**src/rtl/timer_ch_pkg.sv**
```systemverilog
package timer_ch_pkg;
  localparam int CNT_W  = 16;
  localparam int BUS_W  = 8;
  localparam int DIGITS = CNT_W / 4;

  typedef enum logic [1:0] {
    ACC_NONE = 2'b00,
    ACC_LO   = 2'b01,
    ACC_HI   = 2'b10,
    ACC_LOHI = 2'b11
  } acc_e;

  // binary decrement, wraps 0 -> all ones
  function automatic logic [CNT_W-1:0] dec_bin(input logic [CNT_W-1:0] v);
    return v - CNT_W'(1);
  endfunction

  // decimal decrement per nibble, wraps 0000 -> 9999
  function automatic logic [CNT_W-1:0] dec_bcd(input logic [CNT_W-1:0] v);
    logic [CNT_W-1:0] r;
    logic borrow;
    r = v;
    borrow = 1'b1;
    for (int i = 0; i < DIGITS; i++) begin
      if (borrow) begin
        if (v[i*4 +: 4] == 4'd0) begin
          r[i*4 +: 4] = 4'd9;
        end else begin
          r[i*4 +: 4] = v[i*4 +: 4] - 4'd1;
          borrow = 1'b0;
        end
      end
    end
    return r;
  endfunction

  function automatic logic [CNT_W-1:0] dec_count(input logic [CNT_W-1:0] v,
                                                 input logic bcd);
    return bcd ? dec_bcd(v) : dec_bin(v);
  endfunction

  function automatic logic [BUS_W-1:0] pack_status(input logic out_lvl,
                                                   input logic nul,
                                                   input acc_e acc,
                                                   input logic bcd);
    logic [BUS_W-1:0] s;
    s = '0;
    s[BUS_W-1] = out_lvl;
    s[BUS_W-2] = nul;
    s[BUS_W-3 -: 2] = acc;
    s[0] = bcd;
    return s;
  endfunction
endpackage

```
**src/rtl/tch_load_stage.sv**
```systemverilog
module tch_load_stage
  import timer_ch_pkg::*;
#(
  parameter int CW = CNT_W,
  parameter int BW = BUS_W
) (
  input  logic          clk,
  input  logic          rst_n,
  input  logic          prog_ok,
  input  acc_e          acc,
  input  logic          wr_en,
  input  logic [BW-1:0] wr_data,
  input  logic          xfer,
  output logic [CW-1:0] cr_val,
  output logic          load_pend,
  output logic          null_flag
);
  localparam int HI_W = CW - BW;

  logic [BW-1:0]   cr_lo;
  logic [HI_W-1:0] cr_hi;
  logic            wr_hi_next;

  assign cr_val = {cr_hi, cr_lo};

  always_ff @(posedge clk) begin
    if (!rst_n) begin
      cr_lo      <= '0;
      cr_hi      <= '0;
      wr_hi_next <= 1'b0;
      load_pend  <= 1'b0;
      null_flag  <= 1'b0;
    end else if (prog_ok) begin
      cr_lo      <= '0;
      cr_hi      <= '0;
      wr_hi_next <= 1'b0;
      load_pend  <= 1'b0;
      null_flag  <= 1'b1;
    end else begin
      if (xfer) begin
        load_pend <= 1'b0;
        null_flag <= 1'b0;
      end
      if (wr_en) begin
        case (acc)
          ACC_HI: begin
            cr_hi     <= wr_data[HI_W-1:0];
            load_pend <= 1'b1;
            null_flag <= 1'b1;
          end
          ACC_LOHI: begin
            if (wr_hi_next) begin
              cr_hi      <= wr_data[HI_W-1:0];
              wr_hi_next <= 1'b0;
              load_pend  <= 1'b1;
              null_flag  <= 1'b1;
            end else begin
              cr_lo      <= wr_data;
              wr_hi_next <= 1'b1;
            end
          end
          default: begin
            cr_lo     <= wr_data;
            load_pend <= 1'b1;
            null_flag <= 1'b1;
          end
        endcase
      end
    end
  end
endmodule

```
**src/rtl/tch_count_core.sv**
```systemverilog
module tch_count_core
  import timer_ch_pkg::*;
#(
  parameter int CW = CNT_W
) (
  input  logic          clk,
  input  logic          rst_n,
  input  logic          prog_ok,
  input  logic          cnt_tick,
  input  logic          gate,
  input  logic          bcd,
  input  logic          load_pend,
  input  logic [CW-1:0] cr_val,
  output logic [CW-1:0] ce_val,
  output logic          tmr_out,
  output logic          xfer,
  output logic          reload_ev
);
  logic          armed;
  logic          dec_ev;
  logic [CW-1:0] ce_next;

  assign xfer      = cnt_tick & load_pend;
  assign dec_ev    = cnt_tick & ~load_pend & armed & gate;
  assign reload_ev = dec_ev & (ce_val == CW'(1));
  assign ce_next   = dec_count(ce_val, bcd);

  always_ff @(posedge clk) begin
    if (!rst_n) begin
      ce_val  <= '0;
      armed   <= 1'b0;
      tmr_out <= 1'b1;
    end else if (prog_ok) begin
      armed   <= 1'b0;
      tmr_out <= 1'b1;
    end else if (xfer) begin
      ce_val  <= cr_val;
      armed   <= 1'b1;
      tmr_out <= 1'b1;
    end else if (reload_ev) begin
      ce_val  <= cr_val;
      tmr_out <= 1'b1;
    end else if (dec_ev) begin
      ce_val  <= ce_next;
      tmr_out <= (ce_next != CW'(1));
    end else if (cnt_tick) begin
      tmr_out <= 1'b1;
    end
  end
endmodule

```
**src/rtl/tch_read_port.sv**
```systemverilog
module tch_read_port
  import timer_ch_pkg::*;
#(
  parameter int CW = CNT_W,
  parameter int BW = BUS_W
) (
  input  logic          clk,
  input  logic          rst_n,
  input  logic          prog_ok,
  input  acc_e          acc,
  input  logic          rd_en,
  input  logic          latch_cmd,
  input  logic          stat_cmd,
  input  logic [CW-1:0] ce_val,
  input  logic [BW-1:0] status_live,
  output logic [BW-1:0] rd_data,
  output logic          frozen,
  output logic [CW-1:0] held_val
);
  localparam int HI_W = CW - BW;

  logic          rd_hi_next;
  logic          st_held;
  logic [BW-1:0] st_q;
  logic [CW-1:0] view;
  logic          pick_hi;

  assign view = frozen ? held_val : ce_val;

  always_comb begin
    case (acc)
      ACC_HI:   pick_hi = 1'b1;
      ACC_LOHI: pick_hi = rd_hi_next;
      default:  pick_hi = 1'b0;
    endcase
  end

  generate
    if (HI_W == BW) begin : g_full_hi
      assign rd_data = st_held ? st_q : (pick_hi ? view[CW-1:BW] : view[BW-1:0]);
    end else begin : g_pad_hi
      assign rd_data = st_held ? st_q
                     : (pick_hi ? {{(BW-HI_W){1'b0}}, view[CW-1:BW]} : view[BW-1:0]);
    end
  endgenerate

  always_ff @(posedge clk) begin
    if (!rst_n) begin
      held_val   <= '0;
      frozen     <= 1'b0;
      rd_hi_next <= 1'b0;
      st_q       <= '0;
      st_held    <= 1'b0;
    end else if (prog_ok) begin
      frozen     <= 1'b0;
      rd_hi_next <= 1'b0;
      st_held    <= 1'b0;
    end else begin
      if (rd_en) begin
        if (st_held) begin
          st_held <= 1'b0;
        end else if (acc == ACC_LOHI) begin
          rd_hi_next <= ~rd_hi_next;
          if (rd_hi_next) frozen <= 1'b0;
        end else begin
          frozen <= 1'b0;
        end
      end
      if (latch_cmd && !frozen) begin
        held_val <= ce_val;
        frozen   <= 1'b1;
      end
      if (stat_cmd && !st_held) begin
        st_q    <= status_live;
        st_held <= 1'b1;
      end
    end
  end
endmodule

```
**src/rtl/timer_channel.sv**
```systemverilog
module timer_channel
  import timer_ch_pkg::*;
(
  input  logic             clk,
  input  logic             rst_n,
  input  logic             prog_en,
  input  logic [1:0]       prog_acc,
  input  logic             prog_bcd,
  input  logic             wr_en,
  input  logic [BUS_W-1:0] wr_data,
  input  logic             rd_en,
  output logic [BUS_W-1:0] rd_data,
  input  logic             latch_cmd,
  input  logic             stat_cmd,
  input  logic             cnt_tick,
  input  logic             gate,
  output logic             tmr_out
);
  acc_e             acc_q;
  logic             bcd_q;
  logic             prog_ok;
  logic             xfer;
  logic             reload_ev;
  logic             load_pend;
  logic             null_flag;
  logic [CNT_W-1:0] cr_val;
  logic [CNT_W-1:0] ce_val;
  logic             frozen;
  logic [CNT_W-1:0] held_val;
  logic [BUS_W-1:0] status_live;

  assign prog_ok     = prog_en & (prog_acc != ACC_NONE);
  assign status_live = pack_status(tmr_out, null_flag, acc_q, bcd_q);

  always_ff @(posedge clk) begin
    if (!rst_n) begin
      acc_q <= ACC_LOHI;
      bcd_q <= 1'b0;
    end else if (prog_ok) begin
      acc_q <= acc_e'(prog_acc);
      bcd_q <= prog_bcd;
    end
  end

  tch_load_stage u_load (
    .clk(clk), .rst_n(rst_n), .prog_ok(prog_ok), .acc(acc_q),
    .wr_en(wr_en), .wr_data(wr_data), .xfer(xfer),
    .cr_val(cr_val), .load_pend(load_pend), .null_flag(null_flag)
  );

  tch_count_core u_core (
    .clk(clk), .rst_n(rst_n), .prog_ok(prog_ok), .cnt_tick(cnt_tick),
    .gate(gate), .bcd(bcd_q), .load_pend(load_pend), .cr_val(cr_val),
    .ce_val(ce_val), .tmr_out(tmr_out), .xfer(xfer), .reload_ev(reload_ev)
  );

  tch_read_port u_read (
    .clk(clk), .rst_n(rst_n), .prog_ok(prog_ok), .acc(acc_q),
    .rd_en(rd_en), .latch_cmd(latch_cmd), .stat_cmd(stat_cmd),
    .ce_val(ce_val), .status_live(status_live), .rd_data(rd_data),
    .frozen(frozen), .held_val(held_val)
  );
endmodule

```
**config.mk**
```make
export PLATFORM = sky130hd
export DESIGN_NAME = timer_channel
export DESIGN_NICKNAME = d
export VERILOG_FILES = /design/src/rtl/timer_ch_pkg.sv /design/src/rtl/tch_load_stage.sv /design/src/rtl/tch_count_core.sv /design/src/rtl/tch_read_port.sv /design/src/rtl/timer_channel.sv
export SDC_FILE = /design/constraint.sdc
export NUM_CORES = 1
export LEC_CHECK = 0
export ABC_AREA = 0
export BUFFER_PORTS_ARGS = -buffer_cell sky130_fd_sc_hd__buf_2
export CAP_MARGIN = 20
export CORE_UTILIZATION = 55
export CTS_CLUSTER_DIAMETER = 50
export DETAILED_ROUTE_END_ITERATION = 16
export GPL_TIMING_DRIVEN = 0
export PLACE_DENSITY_LB_ADDON = 0.1
export SKIP_LAST_GASP = 1
export SLEW_MARGIN = 25
export SYNTH_ARGS = -nofsm -noshare
export SYNTH_HDL_FRONTEND = slang
export SYNTH_SLANG_ARGS = --single-unit
```
**constraint.sdc**
```tcl
create_clock -name clk -period 3.4 [get_ports clk]
set_clock_uncertainty 0.15 [all_clocks]
set_input_delay 0.34 -clock clk [delete_from_list [all_inputs] [get_ports clk]]
set_output_delay 0.34 -clock clk [all_outputs]
set_load 0.05 [all_outputs]
```
==> results.md, run 1 <==
* First-pass GRT wire length at around 16000 um
* RePlAce Congestion at just over 1
* Biggest area consumer among synthesized cells: dfxtp_1
* Sw Pwr at 503 uW
* Initial Util at about 57%
* Crit path time final at around 3000 ps
* #FFs+latches synth at 64
* Nets at between 400 and 500
* Clock Pin Slew Worst Setup and Hold Paths at ~70 ps
* Most used DFF post-synth: dfxtp_1
* Gate Count Post-Synth at 426
* FF-to-FF Start: u_core.ce_val[1]
* Required time worst endpoint at 3500 ps
* Cell Count Post-Placement at roughly 530
* Top cells by count, synth: nand2_1, dfxtp_1, a21oi_1, nor2_1, clkbuf_1
* Total power at about 1.7 mW
* Num rows at 28
* Vias at between 3k and 4k
* Mapped Area at 0.00342 sq mm
* Unrepaired setup endpoints after global routing: false
* Pre-antenna DRT Iters at 5
* Setup-failing EPs final at 0
* Overflow after GRT at 0
* CTS tree: yes
* Sink Count at 64
* Gr usage total at between 30% and 40%
* Number of remaining DRC errors at 0
* Worst Path Arrival at 3080 ps
* Net Sw Frac at about 30%
* Status: finished, final reports clean
* Grt met3 use at around 6.2%
* Tcrit/Tclk final at 87.6%
* CTS Buffer Depth at 2
* Maximum clock frequency at approximately 0.34 GHz
* Setup Crit Path Kind: reg2reg
* Die Height at between 80 and 90 um
* Worst-Skew Late Latency at between 300 and 400 ps
* Largest net degree at the start of global routing at 11
* Max IR drop VDD at roughly 0.27 mV
* Seq pwr share at 46.7%
* Diodes inserted at 0
* Postcts setup bufs at 0
* Setup crit end kind: flop
* Lkg Pwr at ~1.6 nW
* Maxcap violations at 0
* Hold_buf cts at 0
* Pwr dens at around 440 mW/mm^2
* Post-DRT Antenna Nets at 0
* Count of boundary I/O pins at 29
* CTS Buf Count at 9
* CP max FO at 9
* Global routing usage on met1 at between 40% and 50%
* Fin. max-slew vios at 0
* Met2 usage at 48.6%
* Async S/R FF share, synth at 0%
* Setup TNS at 0 ps
* Post-Layout Cell Count at 544
* H-tree level count at 3
* Initial antenna violation count at 0
* Core Area at roughly 0.006 sq mm
* Die W at about 80 um
* Yosys top cell area share at between 30% and 40%
* Hold Path Origin: rd_en
* Sequential fraction of the synthesis area at 37.5%
* Fillcell total at 536
* Gr busiest metal: met2
* CTS resizes at 0
* CTS Root Cell: clkbuf_8
* Final WL at just under 10000 um
* Net Count, Synth at ~450
* Synth area leaders: dfxtp_1, nand2_1, mux2i_1
* Final Hold Vio Count at 0
* Comb pwr share at a little under a fifth
* Origin of the worst setup path: u_core.ce_val[1]
* Final HPWL DP at 7030 um
* Synth Area per Inst at about 8 sq um
* Normalized max-slew margin at between 40% and 50%
* Clock power frac at between 30% and 40%
* Netlist cell types at 58
* Top-count cell post-synth: nand2_1
* Finished Cell Area at ~0.0038 sq mm
* Post-synth EDFFs at 0
* Area grow syn2layout at 11.8%
* Vias in the first global route at between 3k and 4k
* Worst setup SP type: flop
* Initial DRC count at approximately 320
* Wire per inst at ~18 um
* Die area at approximately 0.0065 sq mm
* Vias per Instance at about 6.2
* Worst min-delay path class: in2reg
* Port Buffers at 27
* Synth warnings at 0
* Worst slew pin tran at roughly 860 ps
* Pint at ~1.2 mW
* Placed cell areas at 0.00365 sq mm
* Share of cells above drive strength 1 at about 13%
==> layout by cell type (no fill, tap or decap), types with 3 or more instances in the layout <==
| cell type | n |
|---|---|
| nand3_1 | 15 |
| ha_1 | 3 |
| o22ai_1 | 4 |
| a31oi_1 | 3 |
| nor3_1 | 13 |
| o31ai_1 | 4 |
| dfxtp_1 | 64 |
| and2_1 | 6 |
| mux2i_1 | 23 |
| o21ai_1 | 4 |
| nor4_1 | 7 |
| inv_1 | 8 |
| buf_6 | 3 |
| a21oi_1 | 41 |
| buf_2 | 28 |
| o21ai_0 | 22 |
| mux4_2 | 8 |
| o41ai_1 | 3 |
| clkbuf_1 | 32 |
| nor2_1 | 41 |
| xor2_1 | 4 |
| clkbuf_8 | 11 |
| nand2_1 | 70 |
| o211ai_1 | 6 |
==> state kept, by name, summed over array words and instances (netlist names) <==
signal,cells
u_core.tmr_out,1
u_read.frozen,1
u_load.cr_lo,8
u_load.null_flag,1
u_read.st_held,1
u_load.cr_hi,8
u_read.st_q,5
u_core.armed,1
u_core.ce_val,16
u_load.wr_hi_next,1
u_read.held_val,16
u_load.load_pend,1
acc_q,2
bcd_q,1
u_read.rd_hi_next,1
==> power groups by stage <==
| stage | Sequential (mW) | Combinational (mW) | Clock, mW |
|---|---|---|---|
| floorplan | 0.801 | 0.228 | 0 |
| CTS | 0.791 | 0.311 | 0.589 |
| finish | 0.791 | 0.316 | 0.587 |
| global route | 0.794 | 0.346 | 0.618 |
| detailed placement | 0.808 | 0.309 | 0 |
| global placement | 0.807 | 0.308 | 0 |
==> worst max-delay path, cell delays in order (launching register included) <==
cell and delay [ps]:
dfxtp_1 300, clkbuf_1 330, inv_1 150, ha_1 280, and2_1 190, clkbuf_1 180, o21ai_1 630, nor4_1 180
nand3_2 120, a21oi_2 60, a2111oi_2 310
==> final timing paths <==
| check | to | cells after the start | slack (ps) |
|---|---|---|---|
| setup / recovery | u_core.ce_val[12] | 10 | 420 |
| hold / removal | u_read.st_held | 2 | 60 |
| setup reg to reg | u_core.ce_val[12] | 10 | 420 |
| hold reg to reg | u_read.held_val[9] | 2 | 300 |
==> logic make-up (layout without fill, tap and decap cells) <==
group / after synthesis / after routing / synth area share, %
adder cells (fa/ha/maj): 3 / 3 / 1.10
multiplexers: 31 / 31 / 12.0
flip-flops: 64 / 64 / 37.5
AND/OR/NAND/NOR: 174 / 174 / 23.6
AO/OA/AOI/OAI: 105 / 105 / 18.9
XOR/XNOR: 5 / 5 / 1.28
buffers and inverters: 44 / 87 / 5.64
==> routing by layer <==
metal / vias up / wire length [um]
met4: 0 / 242
met3: 27 / 742
met1: 1623 / 4520
li1: 1594 / -
met2: 155 / 4290
met5: - / 0
==> final cells by class <==
type	instances	area, sq um	share of cell area [%]
sequential	64	1280	33.5
inverter	10	37.5	0.983
buffer	34	155	4.06
multi-input combinational	318	1940	50.9
timing repair buffer	28	143	3.73
tap	75	93.8	2.46
clock buffer	15	166	4.36
==> through the flow <==
step                      hold WS [ps]  worst slack [ps]  utilization (%)
final                             63.6               420             64.1
after global routing              66.4               271             64.1
after CTS                         56.8               449             64.1
after detailed placement           294               511             61.3
after global placement             290               483             61.2
after floorplan                    283              1090                -
No activity file was read; power rests on OpenSTA's default activity.
==> run 2, diff against run 1 <==
--- a/config.mk
+++ b/config.mk
@@ -17,4 +17,5 @@
 export SLEW_MARGIN = 25
 export SYNTH_ARGS = -nofsm -noshare
 export SYNTH_HDL_FRONTEND = slang
+export SYNTH_HIERARCHICAL = 1
 export SYNTH_SLANG_ARGS = --single-unit
==> run 2 against run 1 <==
Effect of this change:
- area after synthesis rose by 14%
- clock power is 28% higher
- hold slack worse by 16 ps
- largest cell class unchanged
- critical path depth decreased by 2
- first-iteration DRC count shrank 36%
- non-clock buffer count decreased by 2
- count of clock-buffer cells in the layout fell by 6
- sequential share of layout area is 2.9 points lower
- final cell count rose by 11%
- largest power group unchanged
- via count grew 2.6%
- global-route usage down 4.1 points
- die area rose by 13%
==> results.md, run 2 <==
* Cell Count Post-Placement at 587 (+11%)
* FF-to-FF Start: u_core/ce_val[0]
* Normalized max-slew margin at 64.4% (+22 points)
* Lkg Pwr at 1.75 nW (+11%)
* Biggest regs: u_core/ce_val x16, u_read/held_val x16
* Register area at 0.00134 sq mm (+4.7%)
* Tcrit/Tclk final at 80.5% (-7.1 points)
* Largest net degree at the start of global routing at 15 (+4)
* Cells on worst reg2reg path at 8 (-2)
* Synth Area per Inst at 8.41 sq um (+4.9%)
* Post-Layout Cell Count at 603 (+11%)
* Most common cell after layout, fill and taps aside: nand2_1
* Worst-Skew Late Latency at 350 ps (about the same)
* Area of the multi-input gates at 0.00229 sq mm (+18%)
* Wire per inst at 16.5 um (-8.6%)
* R2R Setup Slk at 660 ps (+240 ps)
* Comb pwr share at 21.0% (+2.3 points)
* Vias in the first global route at 3220 (+6.3%)
* Hold_buf cts at 0 (unchanged)
* CTS Buffer Depth at 2 (unchanged)
* Overflow after GRT at 0 (unchanged)
* Seq pwr share at 41.7% (-5.0 points)
* Count of boundary I/O pins at 29 (unchanged)
* Most frequent cells in the layout: nand2_1, dfxtp_1, buf_2, mux2i_1
* Synth warnings at 6 (+6)
* Hold Path Origin: rd_en
* Worst setup SP type: flop
* Diodes inserted at 0 (unchanged)
* CTS Root Cell: clkbuf_8
* CTS resizes at 0 (unchanged)
* Required time worst endpoint at 3480 ps (-20 ps)
* Max IR drop VDD at 0.340 mV (+26%)
* Core Area at 0.00679 sq mm (+14%)
* Maximum clock frequency at 0.365 GHz (+8.8%)
* Pint at 1.40 mW (+17%)
* Mapped Area at 0.00388 sq mm (+14%)
* Final Hold Vio Count at 0 (unchanged)
* Worst Path Arrival at 2810 ps (-270 ps)
* Number of remaining DRC errors at 0 (unchanged)
* Die Height at 86.0 um (+6.4%)
* Fin. max-slew vios at 0 (unchanged)
* Setup Crit Path Kind: reg2reg
* Pre-antenna DRT Iters at 7 (+2)
* Setup TNS at 0 ps (unchanged)
* First-pass GRT wire length at 16100 um (+3.0%)
* Vias at 3486 (+2.6%)
* Clock power frac at 37.3% (+2.7 points)
* H-tree level count at 3 (unchanged)
* Final WL at 9930 um (+1.3%)
* Status: finished, final reports clean
* Setup-failing EPs final at 0 (unchanged)
* Vias per Instance at 5.78 (-7.5%)
* Fillcell total at 590 (+10%)
* Num rows at 30 (+7.1%)
* WHS Endpoint: u_read/st_held
* Port Buffers at 28 (+3.7%)
* Postcts setup bufs at 0 (unchanged)
* Gr usage total at 28.4% (-4.1 points)
* Initial Util at 57.1% (-0.28 points)
* CTS tree: yes
* Initial antenna violation count at 0 (unchanged)
* Pwr dens at 461 mW/mm^2 (+3.8%)
* Reg2Reg Capture Point: u_core/tmr_out
* Setup crit end kind: flop
* CTS Buf Count at 9 (unchanged)
* Die W at 86.0 um (+6.4%)
* Worst slew pin tran at 529 ps (-329 ps)
* Net Sw Frac at 30.7% (+1.0 points)
* Post-DRT Antenna Nets at 0 (unchanged)
* Worst min-delay path class: in2reg
* RePlAce Congestion at 0.927 (-8.5%)
* Area grow syn2layout at 12.7%
* Gate Count Post-Synth at 461 (+8.2%)
* Clock Pin Slew Worst Setup and Hold Paths at 90 ps (+20 ps)
* Sink Count at 67 (+4.7%)
* Initial DRC count at 205 (-36%)
* Hold Path Stages at 2 (unchanged)
* Final HPWL DP at 7520 um (+7.0%)
* Die area at 0.00739 sq mm (+13%)
* Share of cells above drive strength 1 at 16.2% (+3.6 points)
* Unrepaired setup endpoints after global routing: false
* CP max FO at 8 (-1)
* Nets at 525 (+7.6%)
* Maxcap violations at 0 (unchanged)
* Sw Pwr at 618 uW (+23%)
* Crit path time final at 2740 ps (-241 ps)
==> run 2: area by class of cell <==
type | instances | share of cell area [%]
Timing Repair Buffer | 28 | 3.21
Clock buffer | 9 | 2.83
Tap cell | 96 | 2.75
Buffer | 32 | 5.21
Inverter | 6 | 0.515
Multi-Input combinational cell | 358 | 52.5
Sequential cell | 67 | 30.7
Clock inverter | 7 | 2.32
==> run 2: power groups by stage <==
| stage | registers (mW) | logic [mW] | clock network (mW) |
|---|---|---|---|
| CTS | 0.840 | 0.420 | 0.759 |
| floorplan | 0.849 | 0.324 | 0 |
| global route | 0.844 | 0.461 | 0.794 |
| global placement | 0.858 | 0.413 | 0 |
| finish | 0.841 | 0.423 | 0.751 |
| detailed placement | 0.859 | 0.417 | 0 |
==> run 2: worst max-delay path by stage <==
stage,start,end,slack (ps),cells past startpoint
6_report,u_core/ce_val[0],u_core/tmr_out,660,8
4_1_cts,u_core/ce_val[0],u_core/tmr_out,710,8
3_5_place_dp,u_core/ce_val[0],u_core/tmr_out,720,8
2_1_floorplan,acc_q[1],rd_data[6],760,4
5_1_grt,u_core/ce_val[0],u_core/tmr_out,560,8
3_3_place_gp,u_core/ce_val[0],u_core/tmr_out,750,8
==> run 2: layer usage <==
layer	routed length [um]	GRT usage [%]	up-vias	share of wire [%]
met4	333	13.9	0	3.4
met1	4410	35.8	1644	44
met5	0	0	-	0
met3	355	4.43	23	3.6
met2	4830	47.3	90	49
li1	-	-	1729	-
==> run 2: critical path, stage by stage (launching register included) <==
cell and delay [ps]:
dfxtp_1 510, inv_1 150, ha_1 280, and2_1 240, o211ai_1 370, nor2_1 100, xor2_1 180, nor4_1 520
a21oi_1 120
==> run 2: stage by stage <==
| stage | worst slack, ps | cell area, sq um | hold slack [ps] | utilization [%] | total power [mW] |
|---|---|---|---|---|---|
| floorplan | 758 | 3890 | 280 | - | 1.17 |
| global placement | 751 | 4150 | 291 | 61.0 | 1.27 |
| detailed placement | 722 | 4150 | 297 | 61.0 | 1.28 |
| CTS | 710 | 4370 | 37.7 | 64.3 | 2.02 |
| global route | 562 | 4370 | 50.4 | 64.3 | 2.10 |
| finish | 662 | 4370 | 47.1 | 64.3 | 2.01 |
